## src/rtl/adbus_pkg.sv

```systemverilog
package adbus_pkg;

    typedef enum logic [2:0] {
        ST_IDLE,
        ST_T1,
        ST_T2,
        ST_T3,
        ST_TW,
        ST_T4
    } tstate_e;

    localparam logic [2:0] CT_IO_RD   = 3'b001;
    localparam logic [2:0] CT_IO_WR   = 3'b010;
    localparam logic [2:0] CT_FETCH   = 3'b100;
    localparam logic [2:0] CT_MEM_RD  = 3'b101;
    localparam logic [2:0] CT_MEM_WR  = 3'b110;
    localparam logic [2:0] CT_PASSIVE = 3'b111;

    function automatic logic type_ok(input logic [2:0] t);
        return (t == CT_IO_RD) || (t == CT_IO_WR) || (t == CT_FETCH) ||
               (t == CT_MEM_RD) || (t == CT_MEM_WR);
    endfunction

endpackage

```

## src/rtl/adbus_phase_ctrl.sv

```systemverilog
module adbus_phase_ctrl
    import adbus_pkg::*;
#(
    parameter int ADDR_W = 20,
    parameter int DATA_W = 16
) (
    input  logic              clk_i,
    input  logic              rst_i,
    input  logic              req_i,
    input  logic [2:0]        req_type_i,
    input  logic [ADDR_W-2:0] req_waddr_i,
    input  logic [1:0]        req_be_i,
    input  logic [DATA_W-1:0] req_wdata_i,
    input  logic              ready_i,
    input  logic [DATA_W-1:0] ad_in_i,
    output tstate_e           nxt_state_o,
    output logic              nxt_half_o,
    output logic [2:0]        nxt_type_o,
    output logic [ADDR_W-2:0] nxt_waddr_o,
    output logic [1:0]        nxt_be_o,
    output logic [DATA_W-1:0] nxt_wdata_o,
    output logic [DATA_W-1:0] rdata_o,
    output logic              done_o
);

    typedef struct packed {
        tstate_e           state;
        logic              half;
        logic [2:0]        ctype;
        logic [ADDR_W-2:0] waddr;
        logic [1:0]        be;
        logic [DATA_W-1:0] wdata;
        logic [DATA_W-1:0] rdata;
        logic              done;
    } ctl_t;

    ctl_t ctl_d, ctl_q;

    always_comb begin
        ctl_d      = ctl_q;
        ctl_d.done = 1'b0;
        unique case (ctl_q.state)
            ST_IDLE: begin
                ctl_d.half = 1'b0;
                if (req_i && type_ok(req_type_i)) begin
                    ctl_d.state = ST_T1;
                    ctl_d.ctype = req_type_i;
                    ctl_d.waddr = req_waddr_i;
                    ctl_d.be    = req_be_i;
                    ctl_d.wdata = req_wdata_i;
                end
            end
            ST_T1, ST_T2: begin
                ctl_d.half = ~ctl_q.half;
                if (ctl_q.half) begin
                    ctl_d.state = (ctl_q.state == ST_T1) ? ST_T2 : ST_T3;
                end
            end
            ST_T3, ST_TW: begin
                ctl_d.half = ~ctl_q.half;
                if (ctl_q.half) begin
                    if (ready_i) begin
                        ctl_d.state = ST_T4;
                        ctl_d.rdata = ad_in_i;
                    end else begin
                        ctl_d.state = ST_TW;
                    end
                end
            end
            ST_T4: begin
                ctl_d.half = ~ctl_q.half;
                if (!ctl_q.half) begin
                    ctl_d.done = 1'b1;
                end else begin
                    ctl_d.state = ST_IDLE;
                end
            end
            default: begin
                ctl_d.state = ST_IDLE;
                ctl_d.half  = 1'b0;
            end
        endcase
    end

    always_ff @(posedge clk_i) begin
        if (rst_i) begin
            ctl_q       <= '0;
            ctl_q.state <= ST_IDLE;
            ctl_q.ctype <= CT_PASSIVE;
        end else begin
            ctl_q <= ctl_d;
        end
    end

    assign nxt_state_o = ctl_d.state;
    assign nxt_half_o  = ctl_d.half;
    assign nxt_type_o  = ctl_d.ctype;
    assign nxt_waddr_o = ctl_d.waddr;
    assign nxt_be_o    = ctl_d.be;
    assign nxt_wdata_o = ctl_d.wdata;
    assign rdata_o     = ctl_q.rdata;
    assign done_o      = ctl_q.done;

endmodule

```

## src/rtl/adbus_strobe_gen.sv

```systemverilog
module adbus_strobe_gen
    import adbus_pkg::*;
#(
    parameter int ADDR_W = 20,
    parameter int DATA_W = 16
) (
    input  logic                     clk_i,
    input  logic                     rst_i,
    input  tstate_e                  state_i,
    input  logic                     half_i,
    input  logic [2:0]               type_i,
    input  logic [ADDR_W-2:0]        waddr_i,
    input  logic [1:0]               be_i,
    input  logic [DATA_W-1:0]        wdata_i,
    output logic [DATA_W-1:0]        ad_out_o,
    output logic                     ad_oe_o,
    output logic [ADDR_W-DATA_W-1:0] addr_hi_o,
    output logic                     bhe_n_o,
    output logic                     ale_o,
    output logic                     rd_n_o,
    output logic                     wr_n_o,
    output logic                     den_n_o,
    output logic                     dtr_o,
    output logic                     mio_o,
    output logic [2:0]               status_o
);

    localparam int HI_W = ADDR_W - DATA_W;

    typedef struct packed {
        logic [DATA_W-1:0] ad;
        logic              oe;
        logic [HI_W-1:0]   addr_hi;
        logic              bhe_n;
        logic              ale;
        logic              rd_n;
        logic              wr_n;
        logic              den_n;
        logic              dtr;
        logic              mio;
        logic [2:0]        status;
    } pins_t;

    localparam pins_t PINS_IDLE = '{
        ad: '0, oe: 1'b0, addr_hi: '0, bhe_n: 1'b1, ale: 1'b0,
        rd_n: 1'b1, wr_n: 1'b1, den_n: 1'b1, dtr: 1'b0, mio: 1'b0,
        status: CT_PASSIVE
    };

    pins_t pins_d, pins_q;

    logic in_cyc, is_wr, in_t1, in_t2, in_mid, in_t4;
    logic rd_act, wr_act, drive;

    always_comb begin
        in_cyc = (state_i != ST_IDLE);
        is_wr  = type_i[1];
        in_t1  = (state_i == ST_T1);
        in_t2  = (state_i == ST_T2);
        in_mid = (state_i == ST_T3) || (state_i == ST_TW);
        in_t4  = (state_i == ST_T4);

        rd_act = !is_wr && ((in_t2 && half_i) || in_mid);
        wr_act = is_wr && (in_t2 || in_mid);
        drive  = in_t1 || (is_wr && (in_t2 || in_mid || (in_t4 && !half_i)));

        pins_d = PINS_IDLE;
        if (in_cyc) begin
            pins_d.mio     = type_i[2];
            pins_d.dtr     = type_i[1];
            pins_d.bhe_n   = ~be_i[1];
            pins_d.addr_hi = waddr_i[ADDR_W-2:DATA_W-1];
            pins_d.status  = in_t4 ? CT_PASSIVE : type_i;
            pins_d.ale     = in_t1 && !half_i;
            pins_d.rd_n    = ~rd_act;
            pins_d.wr_n    = ~wr_act;
            pins_d.den_n   = ~(rd_act || (drive && !in_t1));
            pins_d.oe      = drive;
            if (in_t1) begin
                pins_d.ad = {waddr_i[DATA_W-2:0], ~be_i[0]};
            end else if (drive) begin
                pins_d.ad = wdata_i;
            end
        end
    end

    always_ff @(posedge clk_i) begin
        if (rst_i) begin
            pins_q <= PINS_IDLE;
        end else begin
            pins_q <= pins_d;
        end
    end

    assign ad_out_o  = pins_q.ad;
    assign ad_oe_o   = pins_q.oe;
    assign addr_hi_o = pins_q.addr_hi;
    assign bhe_n_o   = pins_q.bhe_n;
    assign ale_o     = pins_q.ale;
    assign rd_n_o    = pins_q.rd_n;
    assign wr_n_o    = pins_q.wr_n;
    assign den_n_o   = pins_q.den_n;
    assign dtr_o     = pins_q.dtr;
    assign mio_o     = pins_q.mio;
    assign status_o  = pins_q.status;

endmodule

```

## src/rtl/adbus_cycle_seq.sv

```systemverilog
module adbus_cycle_seq
    import adbus_pkg::*;
#(
    parameter int ADDR_W = 20,
    parameter int DATA_W = 16
) (
    input  logic                     clk_i,
    input  logic                     rst_i,
    input  logic                     req_i,
    input  logic [2:0]               req_type_i,
    input  logic [ADDR_W-2:0]        req_waddr_i,
    input  logic [1:0]               req_be_i,
    input  logic [DATA_W-1:0]        req_wdata_i,
    input  logic                     ready_i,
    input  logic [DATA_W-1:0]        ad_in_i,
    output logic [DATA_W-1:0]        ad_out_o,
    output logic                     ad_oe_o,
    output logic [ADDR_W-DATA_W-1:0] addr_hi_o,
    output logic                     bhe_n_o,
    output logic                     ale_o,
    output logic                     rd_n_o,
    output logic                     wr_n_o,
    output logic                     den_n_o,
    output logic                     dtr_o,
    output logic                     mio_o,
    output logic [2:0]               status_o,
    output logic [DATA_W-1:0]        rdata_o,
    output logic                     done_o
);

    tstate_e           nxt_state;
    logic              nxt_half;
    logic [2:0]        nxt_type;
    logic [ADDR_W-2:0] nxt_waddr;
    logic [1:0]        nxt_be;
    logic [DATA_W-1:0] nxt_wdata;

    adbus_phase_ctrl #(.ADDR_W(ADDR_W), .DATA_W(DATA_W)) u_phase (
        .clk_i       (clk_i),
        .rst_i       (rst_i),
        .req_i       (req_i),
        .req_type_i  (req_type_i),
        .req_waddr_i (req_waddr_i),
        .req_be_i    (req_be_i),
        .req_wdata_i (req_wdata_i),
        .ready_i     (ready_i),
        .ad_in_i     (ad_in_i),
        .nxt_state_o (nxt_state),
        .nxt_half_o  (nxt_half),
        .nxt_type_o  (nxt_type),
        .nxt_waddr_o (nxt_waddr),
        .nxt_be_o    (nxt_be),
        .nxt_wdata_o (nxt_wdata),
        .rdata_o     (rdata_o),
        .done_o      (done_o)
    );

    adbus_strobe_gen #(.ADDR_W(ADDR_W), .DATA_W(DATA_W)) u_strobe (
        .clk_i     (clk_i),
        .rst_i     (rst_i),
        .state_i   (nxt_state),
        .half_i    (nxt_half),
        .type_i    (nxt_type),
        .waddr_i   (nxt_waddr),
        .be_i      (nxt_be),
        .wdata_i   (nxt_wdata),
        .ad_out_o  (ad_out_o),
        .ad_oe_o   (ad_oe_o),
        .addr_hi_o (addr_hi_o),
        .bhe_n_o   (bhe_n_o),
        .ale_o     (ale_o),
        .rd_n_o    (rd_n_o),
        .wr_n_o    (wr_n_o),
        .den_n_o   (den_n_o),
        .dtr_o     (dtr_o),
        .mio_o     (mio_o),
        .status_o  (status_o)
    );

endmodule

```

## config.mk

```make
export PLATFORM = sky130hd
export DESIGN_NAME = adbus_cycle_seq
export DESIGN_NICKNAME = d
export VERILOG_FILES = /design/src/rtl/adbus_pkg.sv /design/src/rtl/adbus_phase_ctrl.sv /design/src/rtl/adbus_strobe_gen.sv /design/src/rtl/adbus_cycle_seq.sv
export SDC_FILE = /design/constraint.sdc
export NUM_CORES = 1
export LEC_CHECK = 0
export ABC_AREA = 1
export BUFFER_PORTS_ARGS = -buffer_cell sky130_fd_sc_hd__buf_2
export CELL_PAD_IN_SITES_DETAIL_PLACEMENT = 0
export CELL_PAD_IN_SITES_GLOBAL_PLACEMENT = 1
export CORE_ASPECT_RATIO = 2
export CORE_MARGIN = 2
export CORE_UTILIZATION = 41
export CTS_BUF_LIST = sky130_fd_sc_hd__clkbuf_8
export DETAILED_ROUTE_END_ITERATION = 12
export GPL_ROUTABILITY_DRIVEN = 1
export PLACE_DENSITY = 0.95
export SYNTH_ARGS = -nofsm -noshare
export SYNTH_HDL_FRONTEND = slang
export SYNTH_SLANG_ARGS = --single-unit
```

## constraint.sdc

```tcl
create_clock -name clk_i -period 3.8 [get_ports clk_i]
set_input_delay 0.19 -clock clk_i [delete_from_list [all_inputs] [get_ports clk_i]]
set_output_delay 0.19 -clock clk_i [all_outputs]
set_load 0.01 [all_outputs]
```

==> run_results.csv, run 1 <==
group,metric,value,unit
setup_path,capturing_instance_or_port_of_the_critical_path,"u_strobe.den_n_o$_SDFF_PP1_",
sta,finalClockSkew,7.52,ps
setup_path,critical_path.startpoint,"u_phase.ctl_q[60]$_SDFF_PP0_",
floorplanning,die_height,139,um
clocking,post_cts_buffers,0,
floorplanning,initial_utilization,0.420,
pwr,power.density,439,mW/mm^2
sta,worst_pin_slew,1100,ps
floorplanning,die-area,0.0100,mm^2
synthesis,synth_nets,531,
sta,rsz_0062_raised_after_global_routing,"no",
clocking,clock_insertion_delay_worst_skew,350,ps
synthesis,ys.warnings.count,0,
route,drt_iter0_drc,162,
placed_design,io_buffers,107,
layout,final_core_util,0.489,
flow_run,timing.max_cap.violations,0,
clocking,cts_num_sinks,92,
clocking,clk_pin_slew_worst_paths,80,ps
setup_path,regToRegStartpoint,"u_phase.ctl_q[60]$_SDFF_PP0_",
synthesis,synth_top_cell_by_area,"sky130_fd_sc_hd__dfxtp_1",
floorplanning,core.rowCount,49,
global_route,grt_antenna_before_repair,0,
route,num_vias,3049,
clocking,cts-htree-levels,3,
setup_path,setup_cp_type,"flip-flop to flip-flop",
clocking,cts.hold.buffers_added,0,
clocking,post_cts_resized,0,
setup_path,timing.critical_path.max_delay_family,"simple AND/OR/NAND/NOR gates",
global_route,vias_in_the_first_global_route,3068,
synthesis,post_synth_inst_count,471,
route,final_antenna_net_count,0,
synthesis,post_synth_instance_area,0.00376,mm^2
setup_path,critical_path.cell_chain,"nand3_1 > nand2_2 > nand3_1 > nand3_4 > nand2_1 > nand2_1 > nand2_1",
clocking,clk_root_buffer_cell,"sky130_fd_sc_hd__clkbuf_8",
pwr,vdd_drop_max,0.216,mV
pwr,leakage,0.00230,uW
setup_path,crit_slowest_cell,"sky130_fd_sc_hd__nand3_1",
sta,maxClockFrequency,411,MHz
floorplanning,num_io_pins,108,
setup_path,cp_num_cells,7,
clocking,cts_made_buffers,9,
setup_path,path_max_fanout,33,
synthesis,cell_types_occupying_the_most_area_after_synthesis,"sky130_fd_sc_hd__dfxtp_1 (49%), sky130_fd_sc_hd__nand2_1 (7.5%), sky130_fd_sc_hd__inv_1 (7.4%), sky130_fd_sc_hd__o21ai_0 (6.0%), sky130_fd_sc_hd__nor2_1 (5.1%)",
synthesis,number_of_library_cell_types_mapped_by_synthesis,29,
clocking,max-clock-path-buffers,2,
synthesis,yosysSeqAreaShare,0.490,
layout,areaGrowthSynthToFinish,16.4,%
global_route,largest_net_degree_at_the_start_of_global_routing,55,
global_route,grt.overflow.total,0,
floorplanning,core_region_area,0.00895,mm^2
setup_path,ff2ff_path_depth,7,
global_route,grt_first_pass_wirelength,13500,um
sta,period_share,0.640,
layout,finish.net_count,614,
global_route,track_usage,0.170,
status,outcome,"finished clean",
synthesis,avgSynthCellArea,7.99,um^2
layout,num_antenna_cells,0,
sta,period_needed,2430,ps
worst_hold_path,hold_path_class,"input pin to flip-flop",
sta,drv_slew,0,
sta,report.final.hold_viol_count,0,
route,detail_route.drc_violations,0,
route,viasPerCell,4.61,
synthesis,synth.ff_latch_count,92,
sta,timing.slew.headroom,0.264,
setup_path,worst_setup_path_end_kind,"flip-flop",
setup_path,cp_data_required_time,4050,ps
setup_path,critPathBufInv,0,
clocking,cts_tree,"built",
route,wire_per_inst,12.0,um
placed_design,routabilityCongestion,0.851,
route,first_pass_iters,4,
layout,share_of_layout_cells_above_drive_strength_1,0.284,
setup_path,crit_path_max_incr_delay,750,ps
setup_path,timing.rr.end,"u_strobe.den_n_o$_SDFF_PP1_",
synthesis,post-synth-top-area-fraction,0.490,
placed_design,post-dp-hpwl,5950,um
sta,finalSetupTns,0,ps
setup_path,r2r_setup_slack,1370,ps
sta,finalSetupViolCount,0,
route,wl,7920,um
floorplanning,die_width,71.7,um
setup_path,timing.critical_path.from_type,"flip-flop",
setup_path,critical_path.most_common_cell,"sky130_fd_sc_hd__nand2_1",
setup_path,timing.critical_path.arrival,2680,ps
==> layer usage <==
| layer | share of wire | wire (um) | GRT usage | up-vias |
|---|---|---|---|---|
| met4 | 0.033 | 260 | 0.0924 | 0 |
| met2 | 0.51 | 4080 | 0.302 | 99 |
| li1 | - | - | - | 1596 |
| met1 | 0.39 | 3110 | 0.183 | 1335 |
| met3 | 0.059 | 468 | 0.0319 | 19 |
| met5 | 0 | 0 | 0 | - |
==> cell type report <==
class	count	area, um^2
timing repair buffer	109	551
clock buffer	11	151
clock inverter	5	28.8
multi-input combinational	264	1390
tap	102	128
sequential	92	1840
inverter	78	293
fill	864	4570
==> synth_stat cells <==
| cell type | n |
|---|---|
| sky130_fd_sc_hd__dfxtp_1 | 92 |
| sky130_fd_sc_hd__nand2_1 | 75 |
| sky130_fd_sc_hd__inv_1 | 74 |
| sky130_fd_sc_hd__nor2_1 | 51 |
| sky130_fd_sc_hd__o21ai_0 | 45 |
| sky130_fd_sc_hd__a21oi_1 | 22 |
| sky130_fd_sc_hd__nand3_1 | 19 |
| sky130_fd_sc_hd__buf_4 | 18 |
| sky130_fd_sc_hd__nand3_2 | 11 |
| sky130_fd_sc_hd__clkbuf_1 | 10 |
| sky130_fd_sc_hd__or2_0 | 8 |
| sky130_fd_sc_hd__buf_2 | 6 |
| sky130_fd_sc_hd__mux2i_1 | 6 |
| sky130_fd_sc_hd__nand2_2 | 6 |
| sky130_fd_sc_hd__a211oi_2 | 4 |
| sky130_fd_sc_hd__inv_2 | 4 |
| sky130_fd_sc_hd__nor2_4 | 4 |
| sky130_fd_sc_hd__buf_6 | 2 |
| sky130_fd_sc_hd__nand2_4 | 2 |
| sky130_fd_sc_hd__nand4_1 | 2 |
| sky130_fd_sc_hd__or2_2 | 2 |
| sky130_fd_sc_hd__a22oi_4 | 1 |
| sky130_fd_sc_hd__and2_1 | 1 |
| sky130_fd_sc_hd__buf_8 | 1 |
| sky130_fd_sc_hd__nand3_4 | 1 |
| sky130_fd_sc_hd__nor2_8 | 1 |
| sky130_fd_sc_hd__nor3_1 | 1 |
| sky130_fd_sc_hd__nor4_1 | 1 |
| sky130_fd_sc_hd__or2_1 | 1 |
==> metrics by stage <==
step	total power, uW	hold WS, ps	instances	cell area (um^2)	setup slack [ps]
2_1_floorplan	1270	269	471	3760	2230
3_3_place_gp	1360	432	645	4200	1360
3_5_place_dp	1360	437	645	4200	1390
4_1_cts	1950	73.5	661	4380	1380
5_1_grt	2030	98.2	661	4380	1040
6_report	1920	90.7	661	4380	1370
==> kinds of logic after synthesis <==
family | after synthesis | share of synthesized area
AO/OA/AOI/OAI | 72 | 0.108
buffers and inverters | 115 | 0.142
flip-flops | 92 | 0.490
multiplexers | 6 | 0.0160
AND/OR/NAND/NOR | 186 | 0.245
==> registers in the layout, summed over array words and instances (netlist names) <==
register and count:
u_strobe.status_o 3, u_strobe.ad_oe_o 1, u_strobe.ale_o 1, u_strobe.rd_n_o 1, u_strobe.den_n_o 1, u_phase.ctl_q 44
u_strobe.mio_o 1, u_strobe.ad_out_o 16, u_strobe.wr_n_o 1, u_phase.done_o 1, u_strobe.addr_hi_o 4, u_phase.rdata_o 16
u_strobe.bhe_n_o 1, u_strobe.dtr_o 1
==> layout by cell type (no fill, tap or decap), types with 2 or more instances in the layout <==
master and count:
sky130_fd_sc_hd__o21ai_0 45, sky130_fd_sc_hd__a211oi_2 4, sky130_fd_sc_hd__nand2_2 6, sky130_fd_sc_hd__buf_4 2, sky130_fd_sc_hd__nand2_1 75, sky130_fd_sc_hd__nand3_2 11
sky130_fd_sc_hd__inv_1 76, sky130_fd_sc_hd__clkbuf_8 11, sky130_fd_sc_hd__nand3_1 19, sky130_fd_sc_hd__nor2_4 4, sky130_fd_sc_hd__nand4_1 2, sky130_fd_sc_hd__a21oi_1 22
sky130_fd_sc_hd__or2_0 8, sky130_fd_sc_hd__nand2_4 2, sky130_fd_sc_hd__buf_2 107, sky130_fd_sc_hd__mux2i_1 6, sky130_fd_sc_hd__inv_2 4, sky130_fd_sc_hd__dfxtp_1 92
sky130_fd_sc_hd__or2_2 2, sky130_fd_sc_hd__nor2_1 51
==> worst register-to-register path: stages (launching register included) <==
cell and delay (ps):
sky130_fd_sc_hd__dfxtp_1 480, sky130_fd_sc_hd__nand3_1 160, sky130_fd_sc_hd__nand2_2 110, sky130_fd_sc_hd__nand3_1 750
sky130_fd_sc_hd__nand3_4 620, sky130_fd_sc_hd__nand2_1 90, sky130_fd_sc_hd__nand2_1 80, sky130_fd_sc_hd__nand2_1 50
==> how the worst min path moves through the flow <==
stage	startpoint	end	slack (ps)	cells past startpoint
6_report	req_waddr_i[15]	u_phase.ctl_q[50]$_SDFF_PP0_	90	3
5_1_grt	req_waddr_i[16]	u_strobe.addr_hi_o[1]$_SDFF_PP0_	100	3
4_1_cts	req_waddr_i[15]	u_phase.ctl_q[50]$_SDFF_PP0_	70	3
3_5_place_dp	u_phase.rdata_o[4]$_SDFFE_PP0P_	u_phase.rdata_o[4]$_SDFFE_PP0P_	440	2
3_3_place_gp	u_phase.rdata_o[10]$_SDFFE_PP0P_	u_phase.rdata_o[10]$_SDFFE_PP0P_	430	2
2_1_floorplan	rst_i	u_phase.ctl_q[45]$_SDFF_PP0_	270	1
==> report_power, final <==
group          internal, uW  leakage, uW  total [uW]  switching (uW)
sequential             1030     0.000752        1050            20.3
combinational           107      0.00145         290             183
clock                   269    0.0000979         586             317
No activity file was read; power rests on OpenSTA's default activity.
==> run 2, diff against run 1 <==
--- a/config.mk
+++ b/config.mk
@@ -11,11 +11,11 @@
 export CELL_PAD_IN_SITES_GLOBAL_PLACEMENT = 1
 export CORE_ASPECT_RATIO = 2
 export CORE_MARGIN = 2
-export CORE_UTILIZATION = 41
+export CORE_UTILIZATION = 38
 export CTS_BUF_LIST = sky130_fd_sc_hd__clkbuf_8
 export DETAILED_ROUTE_END_ITERATION = 12
 export GPL_ROUTABILITY_DRIVEN = 1
-export PLACE_DENSITY = 0.95
+export PLACE_DENSITY = 0.9
 export SYNTH_ARGS = -nofsm -noshare
 export SYNTH_HDL_FRONTEND = slang
 export SYNTH_SLANG_ARGS = --single-unit
==> constraint.sdc (replaced) <==
create_clock -name clk_i -period 2.33 [get_ports clk_i]
set_input_delay 0.1165 -clock clk_i [delete_from_list [all_inputs] [get_ports clk_i]]
set_output_delay 0.1165 -clock clk_i [all_outputs]
set_load 0.01 [all_outputs]
==> run 2 against run 1 <==
  * Non-clock buffer count rose by 2
  * Final area rose by 2.5%
  * Global-route usage fell by 1.4 points
  * Via count did not move
  * Hold slack got worse by 65 ps
  * Sequential share of layout area fell by 1.0 points
  * Cell count rose by 5.0%
  * Sequential power rose by 63%
  * Total power rose by 72%
  * Largest power group unchanged
  * Highest routed layer unchanged
==> run_results.csv, run 2 (same netlist as run 1, synthesis figures left out) <==
group,metric,value,unit
status,outcome,"finished clean",
sta,rsz_0062_raised_after_global_routing,"no",
sta,finalClockSkew,8.08,ps
setup_path,cp_data_required_time,2630,ps
route,num_vias,3049,
sta,final.hold.worst_slack,25.6,ps
placed_design,routabilityCongestion,0.825,
clocking,cts_num_sinks,92,
flow_run,timing.max_cap.violations,0,
pwr,power.density,738,mW/mm^2
global_route,grt.overflow.total,0,
clocking,post_cts_buffers,0,
sta,drv_slew,0,
layout,final_cell_area,0.00449,mm^2
floorplanning,core_region_area,0.00970,mm^2
route,final_antenna_net_count,0,
clocking,cts-htree-levels,3,
setup_path,ff2ff_path_depth,11,
worst_hold_path,worstHoldPathCells,3,
floorplanning,num_io_pins,108,
clocking,post_cts_resized,0,
route,wire_per_inst,11.7,um
layout,final.fill_count,993,
route,wl,8090,um
layout,largest_register,"u_phase.ctl_q",
setup_path,worst_setup_path_end_kind,"flip-flop",
sta,maxClockFrequency,512,MHz
layout,share_of_layout_cells_above_drive_strength_1,0.291,
floorplanning,die_width,74.3,um
route,viasPerCell,4.39,
setup_path,timing.critical_path.from_type,"flip-flop",
sta,period_needed,1950,ps
placed_design,io_buffers,107,
global_route,largest_net_degree_at_the_start_of_global_routing,69,
global_route,grt_antenna_before_repair,1,
setup_path,path_max_fanout,19,
worst_hold_path,hold_path_class,"input pin to flip-flop",
floorplanning,initial_utilization,0.388,
clocking,max-clock-path-buffers,2,
clocking,clk_pin_slew_worst_paths,90,ps
floorplanning,die_height,145,um
placed_design,post-dp-hpwl,6050,um
placed_design,placedInstanceArea,0.00426,mm^2
route,detail_route.drc_violations,0,
layout,areaGrowthSynthToFinish,19.3,%
sta,period_share,0.838,
sta,timing.slew.headroom,0.687,
layout,layout.cells.most_common_list,"sky130_fd_sc_hd__buf_2 (107), sky130_fd_sc_hd__dfxtp_1 (92), sky130_fd_sc_hd__nand2_1 (75), sky130_fd_sc_hd__inv_1 (74), sky130_fd_sc_hd__nor2_1 (51)",
layout,max_ffs_per_register,44,
floorplanning,core.rowCount,51,
floorplanning,die-area,0.0108,mm^2
sta,finalSetupTns,0,ps
clocking,cts.hold.buffers_added,0,
global_route,grt_first_pass_wirelength,12700,um
pwr,leakage,0.00233,uW
global_route,track_usage,0.156,
clocking,cts_tree,"built",
setup_path,setup_cp_type,"flip-flop to flip-flop",
route,first_pass_iters,4,
clocking,clock_insertion_delay_worst_skew,360,ps
pwr,vdd_drop_max,0.309,mV
layout,layout_commonest_cell,"sky130_fd_sc_hd__buf_2",
route,drt_iter0_drc,157,
layout,finish.net_count,616,
global_route,vias_in_the_first_global_route,2855,
clocking,cts_made_buffers,9,
setup_path,timing.critical_path.arrival,2250,ps
sta,worst_pin_slew,469,ps
clocking,clk_root_buffer_cell,"sky130_fd_sc_hd__clkbuf_8",
sta,finalSetupViolCount,0,
sta,report.final.hold_viol_count,0,
==> run 2: cell types whose count changed in the layout (fill, tap and decap cells not counted) <==
cell and delta:
sky130_fd_sc_hd__clkbuf_8 +1, sky130_fd_sc_hd__clkinv_2 -1, sky130_fd_sc_hd__inv_6 +1, sky130_fd_sc_hd__diode_2 +1, sky130_fd_sc_hd__buf_4 +1, sky130_fd_sc_hd__inv_1 -2, sky130_fd_sc_hd__buf_12 +1, sky130_fd_sc_hd__bufinv_16 +1
==> run 2: cell type report <==
cell class,count,area [um^2],area share
repair buffers,111,578,0.129
diodes,1,2.50,0.000558
clock buffers,12,165,0.0368
flip-flops and latches,92,1840,0.410
multi-input cells,264,1390,0.309
clock inverters,4,55.1,0.0123
well taps,132,165,0.0368
inverters,78,293,0.0653
==> run 2: worst max-delay path, cell delays in order, from the launching register on <==
cell,delay (ps)
sky130_fd_sc_hd__dfxtp_1,400
sky130_fd_sc_hd__inv_2,110
sky130_fd_sc_hd__nand2_2,80
sky130_fd_sc_hd__nor2_4,120
sky130_fd_sc_hd__nand3_2,250
sky130_fd_sc_hd__nand2_1,200
sky130_fd_sc_hd__nor2_4,50
sky130_fd_sc_hd__nand2_2,90
sky130_fd_sc_hd__nand2_4,100
sky130_fd_sc_hd__nor2_8,290
sky130_fd_sc_hd__nand3_1,130
sky130_fd_sc_hd__nand2_1,80
==> run 2: final timing paths <==
kind / endpoint / start / slack (ps)
worst min register to register: u_phase.rdata_o[1]$_SDFFE_PP0P_ / u_phase.rdata_o[1]$_SDFFE_PP0P_ / 440
worst max-delay path: u_strobe.ad_out_o[2]$_SDFF_PP0_ / u_phase.ctl_q[59]$_SDFF_PP0_ / 380
worst max register to register: u_strobe.ad_out_o[2]$_SDFF_PP0_ / u_phase.ctl_q[59]$_SDFF_PP0_ / 380
worst min-delay path: u_phase.ctl_q[33]$_SDFF_PP0_ / req_be_i[0] / 30
==> run 2: metal layers <==
layer | part of all wire | GRT usage | vias up
met5 | 0 | 0 | -
met4 | 0.036 | 0.0893 | 0
met3 | 0.055 | 0.0360 | 17
met2 | 0.52 | 0.281 | 91
met1 | 0.39 | 0.158 | 1341
li1 | - | - | 1600
==> run 2: per-stage QoR <==
step	utilization	cells	total power, uW	worst slack [ps]
3_3_place_gp	0.440	677	2220	487
3_5_place_dp	0.440	677	2230	385
2_1_floorplan	-	471	2080	764
5_1_grt	0.463	694	3490	157
4_1_cts	0.462	693	3370	361
6_report	0.463	694	3310	378
==> run 2: power by group <==
part / switching, uW / internal [uW] / leakage [uW] / total (uW)
Clock: 540 / 589 / 0.000109 / 1130
Combinational: 299 / 180 / 0.00147 / 478
Sequential: 32.2 / 1670 / 0.000752 / 1710
Total: 871 / 2440 / 0.00233 / 3310
==> run 3, diff against run 2 <==
--- a/config.mk
+++ b/config.mk
@@ -5,17 +5,17 @@
 export SDC_FILE = /design/constraint.sdc
 export NUM_CORES = 1
 export LEC_CHECK = 0
-export ABC_AREA = 1
+export ABC_AREA = 0
 export BUFFER_PORTS_ARGS = -buffer_cell sky130_fd_sc_hd__buf_2
 export CELL_PAD_IN_SITES_DETAIL_PLACEMENT = 0
 export CELL_PAD_IN_SITES_GLOBAL_PLACEMENT = 1
 export CORE_ASPECT_RATIO = 2
 export CORE_MARGIN = 2
-export CORE_UTILIZATION = 38
+export CORE_UTILIZATION = 36
 export CTS_BUF_LIST = sky130_fd_sc_hd__clkbuf_8
 export DETAILED_ROUTE_END_ITERATION = 12
 export GPL_ROUTABILITY_DRIVEN = 1
-export PLACE_DENSITY = 0.9
+export PLACE_DENSITY = 0.87
 export SYNTH_ARGS = -nofsm -noshare
 export SYNTH_HDL_FRONTEND = slang
 export SYNTH_SLANG_ARGS = --single-unit
==> constraint.sdc (replaced) <==
create_clock -name clk_i -period 1.6 [get_ports clk_i]
set_input_delay 0.08 -clock clk_i [delete_from_list [all_inputs] [get_ports clk_i]]
set_output_delay 0.08 -clock clk_i [all_outputs]
set_load 0.01 [all_outputs]
==> run 3 against run 2 <==
  * The run now ends with negative setup slack left
  * Clock power grew 46%
  * Final area grew 35%
  * Global-route usage grew 5.9 points
  * Critical path depth shrank 1
  * Critical path type unchanged
  * Synthesized cell count shrank 12%
  * Register-to-register slack lost 790 ps
  * Highest routed layer unchanged
  * Worst setup slack lost 790 ps
  * Combinational power grew to 3.2 times the previous value
  * Sequential power grew 47%
  * Count of clock-buffer cells in the layout shrank 3
  * Sequential cell count is the same
==> run_results.csv, run 3 <==
group,metric,value,unit
layout,final_cell_area,0.00607,mm^2
worst_hold_path,worstHoldPathCells,3,
route,detail_route.drc_violations,0,
sta,maxClockFrequency,498,MHz
clocking,clock_insertion_delay_worst_skew,370,ps
synthesis,yosysSeqAreaShare,0.484,
global_route,largest_net_degree_at_the_start_of_global_routing,28,
sta,period_needed,2010,ps
layout,max_ffs_per_register,44,
synthesis,post_synth_inst_count,416,
clocking,cts_made_buffers,9,
setup_path,path_max_fanout,3,
status,failed_checks,"negative setup slack",
setup_path,timing.critical_path.arrival,2290,ps
synthesis,synth.most_common_cell,"sky130_fd_sc_hd__nor2_1",
route,final_antenna_net_count,0,
synthesis,yosys-top-cells-count,"sky130_fd_sc_hd__nor2_1 (95), sky130_fd_sc_hd__dfxtp_1 (92), sky130_fd_sc_hd__mux2i_1 (40)",
layout,finish.net_count,654,
layout,areaGrowthSynthToFinish,59.7,%
setup_path,ff2ff_path_depth,10,
floorplanning,initial_utilization,0.365,
synthesis,synth-compound-area-share,0.139,
sta,setup_ws,-408,ps
synthesis,synth_edf_count,0,
setup_path,r2r_setup_slack,-410,ps
floorplanning,core.rowCount,53,
pwr,share_clk_of_total_power,0.291,
setup_path,setup_cp_type,"flip-flop to flip-flop",
placed_design,routabilityCongestion,0.917,
worst_hold_path,hold_path_class,"input pin to flip-flop",
synthesis,ys.warnings.count,0,
sta,period_share,1.26,
worst_hold_path,hold_path_end,"u_phase.ctl_q[56]$_SDFF_PP1_",
synthesis,post-synth-top-area-fraction,0.484,
synthesis,synth_top_cell_by_area,"sky130_fd_sc_hd__dfxtp_1",
status,outcome,"finished, violations left",
sta,rsz_0062_raised_after_global_routing,"yes",
pwr,internal-power,3950,uW
layout,largest_register,"u_phase.ctl_q",
floorplanning,die_width,76.7,um
layout,layout_commonest_cell,"sky130_fd_sc_hd__buf_2",
sta,worst_pin_slew,407,ps
global_route,grt_antenna_before_repair,0,
synthesis,post_synth_and_or_nand_nor_area_fraction,0.189,
clocking,clk_pin_slew_worst_paths,100,ps
floorplanning,num_io_pins,108,
pwr,netSwitchingPower,1730,uW
global_route,grt.overflow.total,0,
floorplanning,core_region_area,0.0104,mm^2
sta,finalClockSkew,11.2,ps
layout,layout.cells.most_common_list,"sky130_fd_sc_hd__buf_2 (107), sky130_fd_sc_hd__nor2_1 (91), sky130_fd_sc_hd__dfxtp_1 (89), sky130_fd_sc_hd__buf_4 (43), sky130_fd_sc_hd__dlygate4sd3_1 (36)",
pwr,power.density,935,mW/mm^2
sta,final.hold.worst_slack,61.3,ps
pwr,sw_frac_of_total,0.304,
worst_hold_path,holdCritStartpoint,"req_type_i[2]",
synthesis,largest_family_of_logic_cells_by_synthesized_area,"simple AND/OR/NAND/NOR gates",
placed_design,post-place-ws,-442,ps
synthesis,post_synth_xor_area_fraction,0.00461,
setup_path,timing.critical_path.from_type,"flip-flop",
setup_path,cp_data_required_time,1890,ps
placed_design,io_buffers,107,
synthesis,postSynth.asyncResetShare,0,
placed_design,placedInstanceArea,0.00470,mm^2
layout,share_of_layout_cells_above_drive_strength_1,0.459,
route,wire_per_inst,17.2,um
pwr,sequentialPowerShare,0.442,
setup_path,worst_setup_path_end_kind,"flip-flop",
sta,report.final.hold_viol_count,0,
synthesis,synth_nets,476,
clocking,cts_num_sinks,92,
synthesis,post_synth_instance_area,0.00380,mm^2
clocking,max-clock-path-buffers,2,
placed_design,post-dp-hpwl,8030,um
setup_path,timing.rr.end,"u_strobe.ad_out_o[2]$_SDFF_PP0_",
synthesis,synth_flop_cell,"sky130_fd_sc_hd__dfxtp_1",
route,viasPerCell,5.13,
global_route,vias_in_the_first_global_route,3895,
synthesis,synth.mux.area_fraction,0.108,
sta,timing.slew.headroom,0.726,
route,num_vias,3773,
setup_path,regToRegStartpoint,"u_phase.ctl_q[59]$_SDFF_PP0_",
synthesis,avgSynthCellArea,9.14,um^2
clocking,cts_tree,"built",
pwr,share_comb_of_total_power,0.267,
layout,final_core_util,0.583,
layout,num_antenna_cells,0,
flow_run,timing.max_cap.violations,0,
synthesis,number_of_library_cell_types_mapped_by_synthesis,43,
synthesis,cell_types_occupying_the_most_area_after_synthesis,"sky130_fd_sc_hd__dfxtp_1 (48%), sky130_fd_sc_hd__mux2i_1 (11%), sky130_fd_sc_hd__nor2_1 (9.4%), sky130_fd_sc_hd__nor3_1 (4.6%), sky130_fd_sc_hd__o22a_1 (3.7%)",
sta,drv_slew,0,
pwr,leakage,0.00269,uW
floorplanning,die-area,0.0114,mm^2
global_route,grt_first_pass_wirelength,19100,um
route,wl,12700,um
synthesis,synth.ff_latch_count,92,
route,drt_iter0_drc,239,
clocking,clk_root_buffer_cell,"sky130_fd_sc_hd__clkbuf_8",
route,first_pass_iters,4,
pwr,vdd_drop_max,0.835,mV
sta,finalSetupViolCount,87,
clocking,cts-htree-levels,3,
synthesis,synth-adder-area-share,0,
global_route,track_usage,0.215,
floorplanning,die_height,149,um
-- run 3: cell count changes after synthesis, moves of 8 or more --
cell / before / now
sky130_fd_sc_hd__inv_1: 74 / 8
sky130_fd_sc_hd__nand2_1: 75 / 11
sky130_fd_sc_hd__nor2_1: 51 / 95
sky130_fd_sc_hd__mux2i_1: 6 / 40
sky130_fd_sc_hd__nor3_1: 1 / 35
sky130_fd_sc_hd__o21ai_0: 45 / 17
sky130_fd_sc_hd__nand3_1: 19 / 1
sky130_fd_sc_hd__a21oi_1: 22 / 5
sky130_fd_sc_hd__o22a_1: 0 / 16
sky130_fd_sc_hd__o22ai_1: 0 / 12
sky130_fd_sc_hd__nand3_2: 11 / 0
sky130_fd_sc_hd__clkbuf_1: 10 / 18
sky130_fd_sc_hd__or2_0: 8 / 0
-- run 3: repair_timing --
action / 4_1_cts / 5_1_grt
cloned: 2 / 1
hold buffers: 36 / 0
gates resized for setup: 83 / 52
setup buffers: 13 / 8
endpoints found under the setup margin: 87 / 88
pin swaps: 22 / 28
hold endpoints to repair: 40 / 0
-- run 3: metrics by stage --
step	instances	total power, uW	TNS, ps
after global routing	736	5940	-23540
after floorplan	416	3110	-16840
after global placement	665	3530	-17830
after CTS	731	5510	-19890
after detailed placement	665	3550	-22400
final	736	5680	-18740
-- run 3: critical path, cell delays in order, from the launching register on --
cell and delay, ps:
sky130_fd_sc_hd__dfxtp_4 360, sky130_fd_sc_hd__buf_6 120, sky130_fd_sc_hd__nor4b_4 340, sky130_fd_sc_hd__buf_4 200, sky130_fd_sc_hd__buf_4 100, sky130_fd_sc_hd__buf_4 100, sky130_fd_sc_hd__nor2_1 40, sky130_fd_sc_hd__nor3_1 220
sky130_fd_sc_hd__o21ai_1 110, sky130_fd_sc_hd__buf_4 160, sky130_fd_sc_hd__o22ai_1 160
-- run 3: power groups by stage --
stage               clock network, uW  logic [uW]  registers, uW
floorplan                           0         562           2550
global placement                    0         991           2540
detailed placement                  0        1010           2540
CTS                              1680        1330           2500
global route                     1810        1610           2520
finish                           1650        1510           2510
-- run 3: cells by family (layout without fill, tap and decap cells) --
family | after synthesis | in the layout
compound gates | 71 | 71
buf+inv | 52 | 235
flops | 92 | 92
mux | 41 | 41
simple gates | 158 | 158
xor+xnor | 2 | 2
-- run 3: final cells by class --
class / count / area, um^2
Tap cell: 137 / 171
Inverter: 8 / 30.0
Clock buffer: 9 / 124
Sequential cell: 92 / 1850
Clock inverter: 7 / 83.8
Timing Repair Buffer: 211 / 1590
Multi-Input combinational cell: 272 / 2220
Fill cell: 881 / 4340
-- run 3: worst max path at each step --
stage / startpoint / endpoint / slack, ps / cells after the start
final: u_phase.ctl_q[59]$_SDFF_PP0_ / u_strobe.ad_out_o[2]$_SDFF_PP0_ / -410 / 10
after global routing: u_phase.ctl_q[59]$_SDFF_PP0_ / u_strobe.ad_out_o[2]$_SDFF_PP0_ / -510 / 10
after CTS: u_phase.ctl_q[59]$_SDFF_PP0_ / u_strobe.ad_out_o[14]$_SDFF_PP0_ / -350 / 7
after detailed placement: u_phase.ctl_q[59]$_SDFF_PP0_ / u_strobe.ad_out_o[15]$_SDFF_PP0_ / -440 / 5
after global placement: u_phase.ctl_q[59]$_SDFF_PP0_ / u_strobe.den_n_o$_SDFF_PP1_ / -360 / 6
after floorplan: u_phase.ctl_q[60]$_SDFF_PP0_ / u_strobe.ad_out_o[10]$_SDFF_PP0_ / -340 / 8
-- run 3: routing by layer --
layer | track usage | wire (um) | vias to the layer above | part of all wire
li1 | - | - | 1782 | -
met1 | 0.215 | 4580 | 1833 | 0.36
met2 | 0.393 | 7000 | 118 | 0.55
met3 | 0.0321 | 411 | 40 | 0.032
met4 | 0.164 | 689 | 0 | 0.054
met5 | 0 | 0 | - | 0
